==> src/rtl/hvw_pkg.sv <==
package hvw_pkg;

  localparam logic [3:0] SEL_LOW  = 4'h0;
  localparam logic [3:0] SEL_HIGH = 4'h1;
  localparam logic [3:0] SEL_OFF  = 4'h4;
  localparam logic [3:0] SEL_FALL = 4'hD;
  localparam logic [3:0] SEL_RISE = 4'hE;
  localparam logic [3:0] SEL_BOTH = 4'hF;

  localparam int unsigned OFS_INDEX = 0;
  localparam int unsigned OFS_RCFG  = 1;
  localparam int unsigned OFS_STAT  = 2;
  localparam int unsigned OFS_SEL   = 4;
  localparam int unsigned OFS_STATE = 8;
  localparam int unsigned RCFG_DOM_LSB = 4;

  typedef struct packed {
    logic lvl_en;
    logic lvl_pol;
    logic rise_en;
    logic fall_en;
  } sens_t;

  function automatic sens_t decode_sel(input logic [3:0] code);
    sens_t s;
    s = '0;
    case (code)
      SEL_LOW:  s.lvl_en = 1'b1;
      SEL_HIGH: begin s.lvl_en = 1'b1; s.lvl_pol = 1'b1; end
      SEL_FALL: s.fall_en = 1'b1;
      SEL_RISE: s.rise_en = 1'b1;
      SEL_BOTH: begin s.rise_en = 1'b1; s.fall_en = 1'b1; end
      default:  s = '0;
    endcase
    return s;
  endfunction

endpackage

==> src/rtl/hvw_cfg.sv <==
module hvw_cfg #(
  parameter int unsigned NWIRE  = 4,
  parameter int unsigned IDX_W  = 8,
  parameter int unsigned ADDR_W = 4,
  parameter int unsigned DATA_W = 8,
  parameter int unsigned DOM_W  = 2
) (
  input  logic                        clk,
  input  logic                        rst,
  input  logic                        we,
  input  logic [ADDR_W-1:0]           addr,
  input  logic [DATA_W-1:0]           wdata,
  output logic [IDX_W-1:0]            idx_q,
  output logic [NWIRE-1:0]            pat_q,
  output logic [DOM_W-1:0]            src_q,
  output logic [NWIRE-1:0][3:0]       sel_q
);
  import hvw_pkg::*;

  localparam logic [ADDR_W-1:0] A_IDX  = ADDR_W'(OFS_INDEX);
  localparam logic [ADDR_W-1:0] A_RCFG = ADDR_W'(OFS_RCFG);

  always_ff @(posedge clk) begin
    if (rst) begin
      idx_q <= '0;
      pat_q <= '0;
      src_q <= '0;
    end else if (we) begin
      if (addr == A_IDX) idx_q <= wdata[IDX_W-1:0];
      if (addr == A_RCFG) begin
        pat_q <= wdata[NWIRE-1:0];
        src_q <= wdata[RCFG_DOM_LSB +: DOM_W];
      end
    end
  end

  for (genvar g = 0; g < NWIRE; g++) begin : g_sel
    always_ff @(posedge clk) begin
      if (rst) sel_q[g] <= SEL_OFF;
      else if (we && addr == ADDR_W'(OFS_SEL + g)) sel_q[g] <= wdata[3:0];
    end
  end

endmodule

==> src/rtl/hvw_wire.sv <==
module hvw_wire (
  input  logic       clk,
  input  logic       rst,
  input  logic       dom_act,
  input  logic       dom_val,
  input  logic       upd_hit,
  input  logic       upd_val,
  input  logic       fw_we,
  input  logic       fw_val,
  input  logic       clr,
  input  logic [3:0] sel,
  output logic       state_q,
  output logic       stat_q,
  output logic       stat_nxt,
  output logic       hit
);
  import hvw_pkg::*;

  logic  nxt, rose, fell;
  sens_t s;

  always_comb begin
    if (dom_act)      nxt = dom_val;
    else if (upd_hit) nxt = upd_val;
    else if (fw_we)   nxt = fw_val;
    else              nxt = state_q;
    rose = nxt & ~state_q;
    fell = ~nxt & state_q;
    s    = decode_sel(sel);
    hit  = (s.rise_en & rose) | (s.fall_en & fell);
    if (s.lvl_en)                  stat_nxt = (nxt == s.lvl_pol);
    else if (s.rise_en | s.fall_en) stat_nxt = hit | (stat_q & ~clr);
    else                           stat_nxt = 1'b0;
  end

  always_ff @(posedge clk) begin
    if (rst) begin
      state_q <= 1'b0;
      stat_q  <= 1'b0;
    end else begin
      state_q <= nxt;
      stat_q  <= stat_nxt;
    end
  end

endmodule

==> src/rtl/hvw_rx.sv <==
module hvw_rx #(
  parameter int unsigned NWIRE  = 4,
  parameter int unsigned IDX_W  = 8,
  parameter int unsigned NDOM   = 4,
  parameter int unsigned ADDR_W = 4,
  parameter int unsigned DATA_W = 8
) (
  input  logic              clk,
  input  logic              rst,
  input  logic [NDOM-1:0]   rst_dom_i,
  input  logic              upd_valid_i,
  input  logic [IDX_W-1:0]  upd_index_i,
  input  logic [NWIRE-1:0]  upd_value_i,
  input  logic              reg_we_i,
  input  logic [ADDR_W-1:0] reg_addr_i,
  input  logic [DATA_W-1:0] reg_wdata_i,
  output logic [DATA_W-1:0] reg_rdata_o,
  output logic [NWIRE-1:0]  wire_o,
  output logic [NWIRE-1:0]  irq_status_o,
  output logic              irq_o,
  output logic              wake_o
);
  import hvw_pkg::*;

  localparam int unsigned DOM_W = (NDOM > 1) ? $clog2(NDOM) : 1;

  logic [IDX_W-1:0]      idx_q;
  logic [NWIRE-1:0]      pat_q;
  logic [DOM_W-1:0]      src_q;
  logic [NWIRE-1:0][3:0] sel_q;
  logic                  dom_act, upd_hit;
  logic [NWIRE-1:0]      stat_nxt, hit;
  logic [DATA_W-1:0]     rd_nxt;

  hvw_cfg #(
    .NWIRE(NWIRE), .IDX_W(IDX_W), .ADDR_W(ADDR_W), .DATA_W(DATA_W), .DOM_W(DOM_W)
  ) u_cfg (
    .clk(clk), .rst(rst), .we(reg_we_i), .addr(reg_addr_i), .wdata(reg_wdata_i),
    .idx_q(idx_q), .pat_q(pat_q), .src_q(src_q), .sel_q(sel_q)
  );

  assign dom_act = rst_dom_i[src_q];
  assign upd_hit = upd_valid_i && (upd_index_i == idx_q);

  for (genvar g = 0; g < NWIRE; g++) begin : g_wire
    hvw_wire u_wire (
      .clk(clk), .rst(rst),
      .dom_act(dom_act), .dom_val(pat_q[g]),
      .upd_hit(upd_hit), .upd_val(upd_value_i[g]),
      .fw_we(reg_we_i && reg_addr_i == ADDR_W'(OFS_STATE + g)),
      .fw_val(reg_wdata_i[0]),
      .clr(reg_we_i && reg_addr_i == ADDR_W'(OFS_STAT) && reg_wdata_i[g]),
      .sel(sel_q[g]),
      .state_q(wire_o[g]), .stat_q(irq_status_o[g]),
      .stat_nxt(stat_nxt[g]), .hit(hit[g])
    );
  end

  always_comb begin
    rd_nxt = '0;
    if (reg_addr_i == ADDR_W'(OFS_INDEX)) rd_nxt[IDX_W-1:0] = idx_q;
    if (reg_addr_i == ADDR_W'(OFS_RCFG)) begin
      rd_nxt[NWIRE-1:0]             = pat_q;
      rd_nxt[RCFG_DOM_LSB +: DOM_W] = src_q;
    end
    if (reg_addr_i == ADDR_W'(OFS_STAT)) rd_nxt[NWIRE-1:0] = irq_status_o;
    for (int i = 0; i < NWIRE; i++) begin
      if (reg_addr_i == ADDR_W'(OFS_SEL + i))   rd_nxt[3:0] = sel_q[i];
      if (reg_addr_i == ADDR_W'(OFS_STATE + i)) rd_nxt[0]   = wire_o[i];
    end
  end

  always_ff @(posedge clk) begin
    if (rst) begin
      reg_rdata_o <= '0;
      irq_o       <= 1'b0;
      wake_o      <= 1'b0;
    end else begin
      reg_rdata_o <= rd_nxt;
      irq_o       <= |stat_nxt;
      wake_o      <= |hit;
    end
  end

endmodule

==> config.mk <==
export PLATFORM = sky130hd
export DESIGN_NAME = hvw_rx
export DESIGN_NICKNAME = d
export VERILOG_FILES = /design/src/rtl/hvw_pkg.sv /design/src/rtl/hvw_cfg.sv /design/src/rtl/hvw_wire.sv /design/src/rtl/hvw_rx.sv
export SDC_FILE = /design/constraint.sdc
export NUM_CORES = 1
export LEC_CHECK = 0
export ABC_AREA = 1
export BUFFER_PORTS_ARGS = -buffer_cell sky130_fd_sc_hd__buf_4
export CAP_MARGIN = 20
export CELL_PAD_IN_SITES_DETAIL_PLACEMENT = 2
export CELL_PAD_IN_SITES_GLOBAL_PLACEMENT = 2
export CORE_MARGIN = 3
export CORE_UTILIZATION = 29
export DETAILED_ROUTE_END_ITERATION = 6
export PLACE_DENSITY = 0.81
export SLEW_MARGIN = 20
export SYNTH_ARGS = -nofsm -noshare
export SYNTH_HDL_FRONTEND = slang
export SYNTH_SLANG_ARGS = --single-unit
==> constraint.sdc <==
create_clock -name clk -period 2.4 [get_ports clk]
set_clock_uncertainty 0.15 [all_clocks]
set_input_delay 0.36 -clock clk [delete_from_list [all_inputs] [get_ports clk]]
set_output_delay 0.36 -clock clk [all_outputs]
set_load 0.005 [all_outputs]
After elaboration in Yosys (flattened, before gate mapping) --
Index checks and enable logic that the tools add are counted.
Storage, ports and cells: register bits after elaboration 48, bits of input ports 32, output and inout bits 18
Operators by class: mux-type cells 49, equal/unequal tests 31, reductions and logical operators 36, bitwise logic cells 45, magnitude comparators 1
Operator list (number):
- $eq A4 B4 Y1 const B | 16
- $mux W1 | 41
- $reduce_or A2 Y1 | 13
- $and A1 B1 Y1 | 20
- $eq A4 B1 Y1 const B | 5
- $logic_not A4 Y1 | 5
- $mux W4 | 5
- $eq A4 B3 Y1 const B | 4
- $logic_and A1 B1 Y1 | 14
- $not A1 Y1 | 13
- $mux W6 | 2
- $or A1 B1 Y1 | 12
- $eq A8 B8 Y1 | 1
- $reduce_or A4 Y1 | 2
- $eq A1 B1 Y1 | 4
- $eq A4 B2 Y1 const B | 1
- $reduce_and A2 Y1 | 2
- $lt A2 B3 Y1 const B | 1
- $bmux W1 S2 | 1

Depth between registers and ports, before layout --
depth in word-level cells 13, mapped depth 17, gate-level depth less buffers 17

Cells and area by module --
From an unflattened synthesis, not the netlist that was laid out.
Second synthesis, totals: cell total of the unflattened synthesis 450, area total of the unflattened synthesis 2902.8 µm²
Modules (own cells, without submodules):
- hvw_cfg | instances 1, cells each 184, area each 1291.2 µm²
- hvw_rx | instances 1, cells each 134, area each 815.8 µm²
- hvw_wire | instances 4, cells each 33, area each 198.9 µm²

Worst setup path before layout --
Ideal clock, no wire load.
path kind input to register, start point input upd_index_i[5], end point register irq_o, setup slack 0.646 ns, setup time 0.131 ns, path buffers 0, arrival time 1.474 ns, stages 17, cell sequence inv_1 -> nand2_1 -> nand2_1 -> nor2_1 -> nand2_1 -> nor2_2 -> nand2_2 -> nand2_1 -> nand3_2 -> nand2_2 -> nand2_1 -> nand2_1 -> nand2_1 -> nand2_2 -> nand2_2 -> nor2_2 -> a21oi_2
On the way: cells in the longest elaborated chain, start to end 12, elaborated cells between the ends (all ways) 51, classes of those cells 5 x eq/ne; 16 x mux; 28 x bitwise; 2 x reduce/logical
Ends and longest elaborated chain:
- start: declaration | RTL line hvw_rx.sv:12 | input logic [IDX_W-1:0] upd_index_i,
- $eq A8 B8 Y1 (*) | RTL line hvw_rx.sv:43 | assign upd_hit = upd_valid_i && (upd_index_i == idx_q);
- $logic_and A1 B1 Y1 (*) | RTL line hvw_rx.sv:43
- $mux W1 | RTL line hvw_wire.sv:24 | else if (upd_hit) nxt = upd_val;
- $mux W1 | RTL line hvw_wire.sv:23 | if (dom_act) nxt = dom_val;
- $not A1 Y1 | RTL line hvw_wire.sv:28 | fell = ~nxt & state_q;
- $and A1 B1 Y1 | RTL line hvw_wire.sv:28
- $and A1 B1 Y1 | RTL line hvw_wire.sv:30 | hit = (s.rise_en & rose) | (s.fall_en & fell);
- $or A1 B1 Y1 | RTL line hvw_wire.sv:30
- $or A1 B1 Y1 | RTL line hvw_wire.sv:32 | else if (s.rise_en | s.fall_en) stat_nxt = hit | (stat_q & ~clr);
- $mux W1 | RTL line hvw_wire.sv:32
- $mux W1 | RTL line hvw_wire.sv:31 | if (s.lvl_en) stat_nxt = (nxt == s.lvl_pol);
- $reduce_or A4 Y1 (*) | RTL line hvw_rx.sv:80 | irq_o <= |stat_nxt;
- end signal: assignment | RTL line hvw_rx.sv:80
- end: declaration | RTL line hvw_rx.sv:20 | output logic irq_o,
Every way passes the cells marked *; elsewhere a longest branch is shown, timed or not. A chain may end at the register's enable or synchronous reset.

Worst setup path after layout --
start point register u_cfg.idx_q[0], end point register irq_o
On the way: cells in the longest elaborated chain, start to end 12, elaborated cells between the ends (all ways) 51, classes of those cells 5 x eq/ne; 16 x mux; 28 x bitwise; 2 x reduce/logical
Ends and longest elaborated chain:
- start: declaration | RTL line hvw_cfg.sv:13 | output logic [IDX_W-1:0] idx_q,
- start signal: assignment | RTL line hvw_cfg.sv:29 | if (addr == A_IDX) idx_q <= wdata[IDX_W-1:0];
- $eq A8 B8 Y1 (*) | RTL line hvw_rx.sv:43
- $logic_and A1 B1 Y1 (*) | RTL line hvw_rx.sv:43
- $mux W1 | RTL line hvw_wire.sv:24
- $mux W1 | RTL line hvw_wire.sv:23
- $not A1 Y1 | RTL line hvw_wire.sv:28
- $and A1 B1 Y1 | RTL line hvw_wire.sv:28
- $and A1 B1 Y1 | RTL line hvw_wire.sv:30
- $or A1 B1 Y1 | RTL line hvw_wire.sv:30
- $or A1 B1 Y1 | RTL line hvw_wire.sv:32
- $mux W1 | RTL line hvw_wire.sv:32
- $mux W1 | RTL line hvw_wire.sv:31
- $reduce_or A4 Y1 (*) | RTL line hvw_rx.sv:80
Marked as above.

==> qor.csv <==
metric;value;unit
die-area;10700;um^2
worst_setup_path_end_kind;register;
yosys_warnings;0;
avgRoutedWirePerCell;18.3;um
ys_ff_latch;48;
dr.pass1.iters;4;
p_switching;487;uW
critPathRequiredTime;2490;ps
track_usage;20.6;%
fin_nets;504;
placedCellCount;573;
rsz0062_at_grt;false;
drt_iter0_drc;68;
tightest_slew;556;ps
cts_setup_buffers;0;
grt_pass1_vias;3168;
syn2layout_area_growth;20.4;%
dp_hpwl;8.35;mm
status;finished, final reports clean;
synthesis.nets;462;
p_leak;0.00149;uW
yosysUniqueCellTypes;28;
fin_ws;210;ps
swShare;28.4;%
tritoncts;yes;
die_w;103;um
cp.arrival;2280;ps
syn-mean-instance-area;6.38;um^2
internal_power;1230;uW
cp_max_fo;5;
postSynthCellCount;430;
clkPwrFrac;35.5;%
min_path_type;primary input to register;
clkLatencyLatePin;310;ps
portBuffers;49;
slew_headroom;62.7;%
sequentialPowerShare;48.6;%
num_vias;3008;
grt_max_degree;21;
hold_viol_final;0;
fmax;457;MHz
seq_area_frac_synth;35.1;%
clockBufferDepth;2;
maxSlewViolCount;0;
power-per-cell-area;519;nW/um^2
path_clk_slew;100;ps
ant_nets;0;
crit_path_max_incr_delay;370;ps
via_per_inst;5.18;
cp_common_cell;nand2_1;
setup-tns-final;0;ps
fin_cells;581;
die_h;103;um
drive_gt1_share;18.0;%
crit_chain;inv_1, nand2_1, nand2_1, nor2_1, nand2_1, nor2_4, nand2_2, buf_4, nand2_1, nand3_1, nand3_1, nand2_1, nand2_1, nand2_1, nand2_1, nor2_2, a21oi_2;
place.gp.congestion;0.843;
start_util;30.7;%
htree_levels;2;
final_util;36.9;%
wl;10.6;mm
cts.sinks;48;
ir_drop;0.205;mV
crit_slowest_cell;dfxtp_1;
drc;0;
post-route-min-period;2190;ps
setup_viol;0;
row_count;34;
grt_pass1_wl;16.7;mm
startpoint_type;register;
syn_area;2740;um^2
power.share.combinational;15.9;%
numCtsBuffers;5;
io_pins;50;
antenna_cells;0;
antenna_found_initial;0;
core-area;8930;um^2
period_share;91.3;%
path_class;register to register;
grt_overflow;0;
cts_root_buf;clkbuf_8;
pre_cts_slack;66.6;ps
drv_cap;0;
[worst paths after layout]
kind | from | endpoint | slack (ps) | depth (start not counted)
max | u_cfg.idx_q[0] | irq_o | 210 | 17
min | reg_wdata_i[2] | u_cfg.sel_q[14] | 200 | 3
max reg2reg | u_cfg.idx_q[0] | irq_o | 210 | 17
min reg2reg | u_cfg.idx_q[7] | reg_rdata_o[7] | 320 | 2
[synth_stat cells, drive strengths merged]
cell type / n / area share [%]
nand3: 36 / 7.5
nand4: 10 / 2.3
a41oi: 1 / 0.32
o211ai: 5 / 1.4
xnor2: 1 / 0.32
dfxtp: 48 / 35
inv: 64 / 8.8
clkbuf: 8 / 1.1
nor2: 35 / 5.2
nand3b: 3 / 0.82
o32ai: 2 / 0.64
a21oi: 40 / 7.4
buf: 8 / 2.2
o22ai: 4 / 0.91
nand2: 124 / 18
a221oi: 1 / 0.32
nor3: 6 / 1.7
o2111ai: 1 / 0.32
o21ai: 33 / 6.0
[power by group through the flow]
stage               Sequential [uW]  Clock [uW]  Combinational, uW
finish                          834         609                272
global route                    837         647                303
CTS                             834         623                273
detailed placement              852           0                270
global placement                851           0                259
floorplan                       846           0                149
[cell families (layout without fill, tap and decap cells)]
family | after synthesis | after routing | share of synthesized area (%)
AOI/OAI and AO/OA | 87 | 87 | 17.3
xor gates and xnor gates | 1 | 1 | 0.320
buffers and inverters | 80 | 123 | 12.0
DFF | 48 | 48 | 35.1
and+or+nand+nor | 214 | 214 | 35.2
[through the flow]
stage	hold WS (ps)	power (uW)	instance area [um^2]
floorplan	279	995	2740
global placement	295	1110	3180
detailed placement	318	1120	3180
CTS	197	1730	3290
global route	212	1790	3300
finish	203	1710	3300
[layout make-up]
class	instances	area, um^2
multi-input cells	302	1460
clock inverters	2	35.0
clock buffers	6	72.6
fillers	1106	5630
repair buffers	51	395
inverters	64	240
well taps	108	135
flip-flops and latches	48	961
[worst max-delay path: cells and delay by family (launching register included)]
kind / cells / cell delay, ps
compound gates: 1 / 140
buf+inv: 2 / 250
simple gates: 14 / 1220
flops: 1 / 370
[registers in the layout, summed over array words and instances (netlist names), 2 cells and up]
register,cells
u_cfg.src_q,2
u_cfg.pat_q,4
g_wire.u_wire.state_q,4
g_wire.u_wire.stat_q,4
u_cfg.sel_q,16
u_cfg.idx_q,8
reg_rdata_o,8
[layer usage]
layer	up-vias	GRT usage [%]	part of all wire (%)
met2	43	35.6	49
met1	1482	27.5	47
met5	-	0	0
met4	0	4.78	1.2
li1	1473	-	-
met3	10	2.48	2.9
[timing repair]
action                                  CTS  global route
hold endpoints to repair                  0             0
hold buffers                              0             0
endpoints found under the setup margin    0             1
gates resized for setup                   0             3
[layout by cell type (no fill, tap or decap), drive strengths merged]
master   count
a221oi       1
o21ai       33
nand2      124
dfxtp       48
xnor2        1
inv         64
clkbuf       6
a21oi       40
nand3       36
clkinv       1
o32ai        2
buf         51
a41oi        1
nand4       10
nor3         6
nand3b       3
o211ai       5
o22ai        4
nor2        35
bufinv       1
o2111ai      1
(Power assumes the default switching activity.)
